## src/rtl/qlp_pkg.sv

```systemverilog
package qlp_pkg;
  localparam int unsigned QW     = 64;  // register / quadword width
  localparam int unsigned LW     = 32;  // longword width
  localparam int unsigned HI_W   = 2;   // upper longword slice width
  localparam int unsigned LO_W   = LW - HI_W;
  localparam int unsigned HI_POS = QW - HI_W;  // register position of upper slice
  localparam int unsigned LO_POS = 29;         // register position of lower slice

  typedef enum logic {
    DIR_PACK   = 1'b0,
    DIR_UNPACK = 1'b1
  } qlp_dir_e;
endpackage

```

## src/rtl/qlp_pack.sv

```systemverilog
module qlp_pack
  import qlp_pkg::*;
(
  input  logic [QW-1:0] src_i,
  output logic [QW-1:0] res_o,
  output logic          ovf_o
);
  logic [QW-LW:0] upper;  // bits that must all equal the longword sign

  always_comb begin
    res_o = '0;
    res_o[HI_POS +: HI_W] = src_i[LO_W +: HI_W];
    res_o[LO_POS +: LO_W] = src_i[0 +: LO_W];
  end

  assign upper = src_i[QW-1:LW-1];
  assign ovf_o = ~((&upper) | ~(|upper));
endmodule

```

## src/rtl/qlp_unpack.sv

```systemverilog
module qlp_unpack
  import qlp_pkg::*;
(
  input  logic [QW-1:0] src_i,
  output logic [QW-1:0] res_o
);
  logic [LW-1:0] lw;

  assign lw    = {src_i[HI_POS +: HI_W], src_i[LO_POS +: LO_W]};
  assign res_o = {{(QW-LW){lw[LW-1]}}, lw};
endmodule

```

## src/rtl/qlp_top.sv

```systemverilog
module qlp_top
  import qlp_pkg::*;
(
  input  logic          clk_i,
  input  logic          rst_ni,
  input  logic          valid_i,
  input  logic          dir_i,
  input  logic          trap_en_i,
  input  logic          clr_i,
  input  logic [QW-1:0] op_i,
  output logic          valid_o,
  output logic [QW-1:0] result_o,
  output logic          ovf_sticky_o,
  output logic          trap_o
);
  qlp_dir_e      dir, dir_q;
  logic [QW-1:0] pack_res, unpack_res, res_d;
  logic          pack_ovf, ovf_hit;

  assign dir = qlp_dir_e'(dir_i);

  qlp_pack   u_pack   (.src_i(op_i), .res_o(pack_res),   .ovf_o(pack_ovf));
  qlp_unpack u_unpack (.src_i(op_i), .res_o(unpack_res));

  assign res_d   = (dir == DIR_PACK) ? pack_res : unpack_res;
  assign ovf_hit = valid_i && (dir == DIR_PACK) && pack_ovf;

  always_ff @(posedge clk_i or negedge rst_ni) begin
    if (!rst_ni) begin
      valid_o      <= 1'b0;
      result_o     <= '0;
      ovf_sticky_o <= 1'b0;
      trap_o       <= 1'b0;
      dir_q        <= DIR_PACK;
    end else begin
      valid_o <= valid_i;
      trap_o  <= ovf_hit && trap_en_i;
      if (valid_i) begin
        result_o <= res_d;  // written even on overflow
        dir_q    <= dir;
      end
      // set wins over a simultaneous clear
      if (ovf_hit)    ovf_sticky_o <= 1'b1;
      else if (clr_i) ovf_sticky_o <= 1'b0;
    end
  end

  p_pack_zero_r1: assert property (@(posedge clk_i) disable iff (!rst_ni)
    (valid_o && dir_q == DIR_PACK) |-> (result_o[61:59] == '0 && result_o[28:0] == '0));

  p_unpack_sext_r2: assert property (@(posedge clk_i) disable iff (!rst_ni)
    (valid_o && dir_q == DIR_UNPACK) |->
      ($countones(result_o[63:31]) == 0 || $countones(result_o[63:31]) == 33));

  p_sticky_hold_r4: assert property (@(posedge clk_i) disable iff (!rst_ni)
    (ovf_sticky_o && !clr_i) |=> ovf_sticky_o);

  p_trap_needs_flag_r5: assert property (@(posedge clk_i) disable iff (!rst_ni)
    trap_o |-> (valid_o && ovf_sticky_o));

  p_trap_pulse_r5: assert property (@(posedge clk_i) disable iff (!rst_ni)
    (valid_i && !trap_en_i) |=> !trap_o);

  p_unpack_quiet_r7: assert property (@(posedge clk_i) disable iff (!rst_ni)
    (valid_i && dir_i && !ovf_sticky_o && !clr_i) |=> (!trap_o && !ovf_sticky_o));

  p_latency_r8: assert property (@(posedge clk_i) disable iff (!rst_ni)
    !valid_i |=> ($stable(result_o) && !valid_o));
endmodule

```

## config.mk

```make
export PLATFORM = sky130hd
export DESIGN_NAME = qlp_top
export DESIGN_NICKNAME = d
export VERILOG_FILES = /design/src/rtl/qlp_pkg.sv /design/src/rtl/qlp_pack.sv /design/src/rtl/qlp_unpack.sv /design/src/rtl/qlp_top.sv
export SDC_FILE = /design/constraint.sdc
export NUM_CORES = 1
export LEC_CHECK = 0
export BUFFER_PORTS_ARGS = -buffer_cell sky130_fd_sc_hd__buf_2
export CORE_MARGIN = 2
export CORE_UTILIZATION = 52
export DETAILED_ROUTE_END_ITERATION = 10
export GPL_TIMING_DRIVEN = 0
export HOLD_SLACK_MARGIN = 0.02
export PLACE_DENSITY = 0.83
export REMOVE_ABC_BUFFERS = 1
export SLEW_MARGIN = 0
export SYNTH_ARGS = -nofsm -noshare
export SYNTH_HDL_FRONTEND = slang
export SYNTH_HIERARCHICAL = 1
export SYNTH_SLANG_ARGS = --single-unit
```

## constraint.sdc

```tcl
create_clock -name clk_i -period 1 [get_ports clk_i]
set_clock_uncertainty 0.2 [all_clocks]
set_input_delay 0.05 -clock clk_i [delete_from_list [all_inputs] [get_ports clk_i]]
set_output_delay 0.05 -clock clk_i [all_outputs]
set_load 0.005 [all_outputs]
```

==> run metrics, run 1 <==
number of port buffers=136; VDD IR-drop max=0.0008017 V; via count=3203; synth warn=6; Leak Pwr=2.568 nW; final std cells w/o fill=662; post-placement cell count=559; top cells by count, synth=buf_4, dfrtp_1, nor2_1; Hold Slack=-0.3849 ns; die area=8807 sq um; Synth Area in Compound Gates=0.07928; WP buf/inv=1; Max Root-Sink Buffers=2; M1 WL=3.920 mm; share of layout cells above drive strength 1=0.3732; Num Clock Sinks=67; area delta synth->final=26.26%; TritonCTS clock tree=done; clk_lat worst skew=0.33 ns; EDFF count, synth=0; kind of critical path=flip-flop to output pin; initial antenna violation count=0; failing checks=hold timing, setup timing; Post-Synth Adder-Cell Area=0; most common cell in the netlist=buf_4; Slowest-stage cell, CP=dfrtp_1; RSZ-0062 raised after global routing=yes; Via density=4.838; main combinational cell family by area after synthesis=buffers and inverters; DP HPWL=5.286 mm; global-route usage over all layers=0.2131; DIE HEIGHT=93.85 um; Top FF cell, synth=dfrtp_1; I/O Pins=137; Routed WL per cell=14.62 um; Die X=93.85 um; area leader, netlist=dfrtp_1; Worst Setup Start Kind=flip-flop; first-pass GRT wire length=14.88 mm; Root Buffer=clkbuf_8; max layer used=met4; Final Max Slew Viols=0; part of the cycle the worst path needs=1.127; H-tree depth=3; DR WL met2=5.035 mm; final WL=9.679 mm; post-synth top area share=0.3994; Rel. slew slack=0.4424; Ant. Diodes=0; final hold violation count=108; # setup viols final=70; #FFs+latches synth=67; CP cell instances=buf_2; min Tclk post-route=1.127 ns; FP Rows=32; Achievable Freq=887.0 MHz; Critical Path AT=0.88 ns; max cap viols=0; peak fanout along the critical path=2; Pre-antenna DRT Iters=4; multiplexer share of the synthesized area=0.1526; worst endpoint required time=0.75 ns; met3 wire len=491 um; Top delay family on crit path=flip-flops; CP Capture Type=output pin; Netlist cell types=20; Num CTS Buffers=9; clock slew at reported path FFs=0.07 ns; Setup WS post-layout=-0.1274 ns; Slew @ Worst Pin=0.8364 ns; Max stage delay on crit path=0.41 ns; First DRT Iteration DRCs=129; Avg Cell Area, Syn=9.584 sq um; fraction of registers with async set/reset=1.000; Routed Antenna Nets=0; GRT overflow=0; register area share after synthesis=0.3994; DRC errors left=0; Post-Synth XOR/XNOR Area=0; Hold Path Class=input pin to async pin; outcome=finished with violations; dpl ws=-0.8697 ns; Mapped Cells=438; PwrDens=1282 nW/um^2; Starting Density=0.5404; Synth Cell Area=4198 sq um; Synth Area in Simple Gates=0.09419; largest net degree at the start of global routing=68; Synth area leaders=dfrtp_1, buf_4, mux2i_1; number of nets in the layout=627; routability congestion estimate=0.7416; final core utilization=0.6823; vias in the first global route=3219; Core Area=7767 sq um
-- through the flow --
stage	cell area (sq um)	hold WS, ns	total power (W)	setup TNS (ns)
after CTS	4992	-0.3641	0.006621	-7.055
final	5300	-0.3849	0.006794	-5.917
after global placement	3978	0.04851	0.004296	-117.64
after global routing	5300	-0.3200	0.007178	-8.963
after floorplan	3169	-0.4456	0.003606	-0.1792
after detailed placement	4033	0.006735	0.004356	-25.11
-- area by class of cell --
| class | count | area (sq um) |
|---|---|---|
| fill | 561 | 2467 |
| sequential | 67 | 1677 |
| multi-input combinational | 251 | 1664 |
| timing repair buffer | 227 | 1660 |
| clock buffer | 12 | 155.1 |
| tap | 102 | 127.6 |
| clock inverter | 2 | 12.51 |
| inverter | 1 | 3.754 |
-- kinds of logic (layout without fill, tap and decap cells) --
family / count (synthesis) / after routing
DFF: 67 / 67
buffers and inverters: 151 / 242
and+or+nand+nor: 89 / 89
other: 1 / 32
muxes: 64 / 64
AOI/OAI and AO/OA: 66 / 66
-- what timing repair did --
action                                  in CTS  in global routing
hold buffers                                60                  2
endpoints found under the setup margin     101                 87
gates resized for setup                     26                 42
buffers inserted                             8                 19
hold endpoints to repair                   133                113
pin swaps                                   10                  7
-- sequential cells by signal (all words and copies together) (netlist names) --
name / count
valid_o: 1
trap_o: 1
ovf_sticky_o: 1
result_o: 64
-- power breakdown --
part           internal, W  switching [W]  total [W]
combinational     0.000910       0.000793    0.00170
clock              0.00101       0.000946    0.00195
sequential         0.00299       0.000150    0.00314
total              0.00491        0.00189    0.00679
-- metal layers --
metal,global-route usage,vias up
met1,0.2522,1522
met3,0.05538,23
met5,0,-
met2,0.3726,99
li1,-,1559
met4,0.07609,0
-- cell usage in the layout (no fill, tap or decap), drive strengths merged --
cell / instances
buf: 165
dfrtp: 67
nor2: 65
mux2i: 64
a21oi: 64
dlygate4sd3: 58
conb: 32
clkbuf: 12
nand4: 9
nor4: 9
dlymetal6s4s: 4
nand2: 2
nor3b: 1
inv: 1
o22ai: 1
clkinvlp: 1
clkinv: 1
and3: 1
or3: 1
nor3: 1
a31oi: 1
-- path summary, 6_finish.rpt --
check / start / to / slack [ns] / cells after the start
max in group asynchronous: rst_ni / result_o[63] / 0.43 / 1
min in group clk_i: valid_i / result_o[57] / -0.11 / 2
max reg2reg: result_o[60] / result_o[60] / -0.04 / 4
max: result_o[30] / result_o[30] / -0.13 / 1
min reg2reg: result_o[57] / result_o[57] / 0.33 / 2
min: rst_ni / result_o[10] / -0.38 / 1
Power figures use the tool's default switching activity.
==> run 2, diff against run 1 <==
==> constraint.sdc (replaced) <==
create_clock -name clk_i -period 1 [get_ports clk_i]
set_clock_uncertainty 0.2 [all_clocks]
set_input_delay 0.3 -clock clk_i [delete_from_list [all_inputs] [get_ports clk_i]]
set_output_delay 0.3 -clock clk_i [all_outputs]
set_load 0.005 [all_outputs]
==> run 2 against run 1 <==
  * The flow still finishes with violations (hold timing, setup timing)
  * Via count down 9.7%
  * Core utilization fell by 7.8 points
  * Critical path type unchanged
  * Combinational power decreased by 14%
  * Setup slack worse by 0.23 ns
  * Largest cell class unchanged
  * Sequential share of layout area is 4.1 points higher
  * Fmax is 17% lower
==> run metrics, run 2 (synthesized netlist as in run 1, its figures left out) <==
Max Root-Sink Buffers=2 (unchanged); Top delay family on crit path=flip-flops (unchanged); final WL=8.700 mm (was 9.679 mm); Internal=0.004747 W (was 0.004906 W); Sw Ratio=0.2763 (was 0.2780); Setup WS post-layout=-0.3548 ns (was -0.1274 ns); DP HPWL=5.286 mm (unchanged); routability congestion estimate=0.7416 (unchanged); clock slew at reported path FFs=0.07 ns (about the same); Hold Slack=-0.1321 ns (was -0.3849 ns); Num Clock Sinks=67 (unchanged); most frequent cells in the layout=buf_2, dfrtp_1, mux2i_1 (unchanged); FP Rows=32 (unchanged); CP Capture Type=output pin (unchanged); Leak Pwr=2.297 nW (was 2.568 nW); Achievable Freq=738.1 MHz (was 887.0 MHz); max FFs per register=64 (unchanged); initial antenna violation count=0 (unchanged); number of nets in the layout=561 (was 627); Num CTS Buffers=9 (unchanged); worst endpoint required time=0.50 ns (was 0.75 ns); GRT overflow=0 (unchanged); Slowest-stage cell, CP=dfrtp_1 (unchanged); peak fanout along the critical path=2 (unchanged); I/O Pins=137 (unchanged); max cap viols=0 (unchanged); Slew @ Worst Pin=0.8370 ns (was 0.8364 ns); part of the cycle the worst path needs=1.355 (was 1.127); failing checks=hold timing, setup timing (unchanged); # setup viols final=69 (was 70); kind of critical path=flip-flop to output pin (unchanged); first-pass GRT wire length=13.37 mm (was 14.88 mm); via count=2893 (was 3203); commonest non-fill, non-tap cell in the layout=buf_2 (unchanged); Worst Setup Start Kind=flip-flop (unchanged); min Tclk post-route=1.355 ns (was 1.127 ns); area of the multi-input gates=1622 sq um (was 1664 sq um); Final Max Slew Viols=0 (unchanged); Ant. Diodes=0 (unchanged); R2R Path End=result_o[30] (was result_o[60]); vias in the first global route=2808 (was 3219); WP buf/inv=1 (unchanged); Clk pwr share=0.299 (was 0.287); crit path launch=result_o[11] (was result_o[30]); die area=8807 sq um (unchanged); R2R cell count=3 (was 4); VDD IR-drop max=0.0007735 V (was 0.0008017 V); outcome=finished with violations (unchanged); grt peak-use layer=met2 (unchanged); global routing usage on met2=0.3202 (was 0.3726); final core utilization=0.6047 (was 0.6823); WP depth=1 (unchanged); global-route usage over all layers=0.1931 (was 0.2131); FF-to-FF Start=result_o[30] (was result_o[60]); Die X=93.85 um (unchanged); largest register by flop count=result_o (unchanged); Comb pwr share=0.223 (was 0.251); # fillers=632 (was 561); Sw Pwr=0.001813 W (was 0.001889 W); DRC errors left=0 (unchanged); First DRT Iteration DRCs=102 (was 129); DIE HEIGHT=93.85 um (unchanged); sequential power share=0.478 (was 0.462); GR Util met1=0.2447 (was 0.2522); Hold Path Class=input pin to async pin (unchanged); Max stage delay on crit path=0.39 ns (was 0.41 ns); Root Buffer=clkbuf_8 (unchanged); share of layout cells above drive strength 1=0.3947 (was 0.3732); Placed Area=4033 sq um (unchanged); H-tree depth=3 (unchanged); PwrDens=1397 nW/um^2 (was 1282 nW/um^2); Routed WL per cell=14.60 um (was 14.62 um); Core Area=7767 sq um (unchanged); Starting Density=0.5404 (unchanged); Critical Path AT=0.85 ns (was 0.88 ns); Via density=4.854 (was 4.838); Storage cell area=1677 sq um (unchanged); number of port buffers=136 (unchanged); Pre-antenna DRT Iters=4 (unchanged); grt met3 use=0.05457 (was 0.05538); RSZ-0062 raised after global routing=yes (unchanged); area delta synth->final=11.89% (was 26.26%); worst reg2reg setup slack=0.03 ns (was -0.04 ns); TritonCTS clock tree=done (unchanged); CP cell instances=buf_2 (unchanged); setup TNS=-22.84 ns (was -5.917 ns); largest net degree at the start of global routing=68 (unchanged); final hold violation count=68 (was 108); Rel. slew slack=0.4420 (was 0.4424); dpl ws=-1.120 ns (was -0.8697 ns); Routed Antenna Nets=0 (unchanged); worst setup path endpoint=result_o[11] (was result_o[30]); Finished Cell Area=4697 sq um (was 5300 sq um); clk_lat worst skew=0.33 ns (about the same)
[run 2: cell types whose count changed in the layout (fill, tap and decap cells not counted), moves of 6 or more]
| cell | before | now |
|---|---|---|
| buf_4 | 26 | 20 |
| nor2_1 | 45 | 57 |
| nor2_2 | 13 | 5 |
| dlygate4sd3_1 | 58 | 0 |
[run 2: layout make-up]
type                       instances  area share
sequential                        67      0.3570
timing repair buffer             161      0.2341
clock inverter                     2    0.002664
clock buffer                      12     0.03303
inverter                           1   0.0007991
tap                              102     0.02717
multi-input combinational        251      0.3452
[run 2: power by group through the flow]
stage,registers [W],clock network (W),logic [W]
3_5_place_dp,0.00318,0,0.00118
5_1_grt,0.00316,0.00215,0.00162
6_report,0.00314,0.00196,0.00146
3_3_place_gp,0.00317,0,0.00113
4_1_cts,0.00313,0.00204,0.00135
2_1_floorplan,0.00321,0,0.000396
[run 2: routing by layer]
layer / vias to the layer above / share of wire
met5: - / 0
met1: 1366 / 0.42
met2: 91 / 0.50
met3: 11 / 0.060
met4: 0 / 0.013
li1: 1425 / -
[run 2: worst min-delay path by stage]
stage / endpoint / start / slack (ns)
CTS: result_o[10] / rst_ni / -0.11
global route: result_o[10] / rst_ni / -0.07
detailed placement: result_o[10] / rst_ni / 0.26
floorplan: ovf_sticky_o / rst_ni / -0.20
finish: result_o[10] / rst_ni / -0.13
global placement: ovf_sticky_o / clr_i / 0.30
[run 2: repair_timing]
| item | in CTS | in global routing |
|---|---|---|
| pin swaps | 11 | 7 |
| endpoints found under the hold margin | 69 | 68 |
| buffers inserted | 8 | 16 |
| cloned | 3 | 1 |
| setup endpoints to repair | 134 | 107 |
| resized for setup | 31 | 23 |
[run 2: per-stage QoR]
step / cells / total power, W
2_1_floorplan: 319 / 0.003606
3_3_place_gp: 557 / 0.004296
3_5_place_dp: 559 / 0.004356
4_1_cts: 584 / 0.006519
5_1_grt: 596 / 0.006932
6_report: 596 / 0.006560
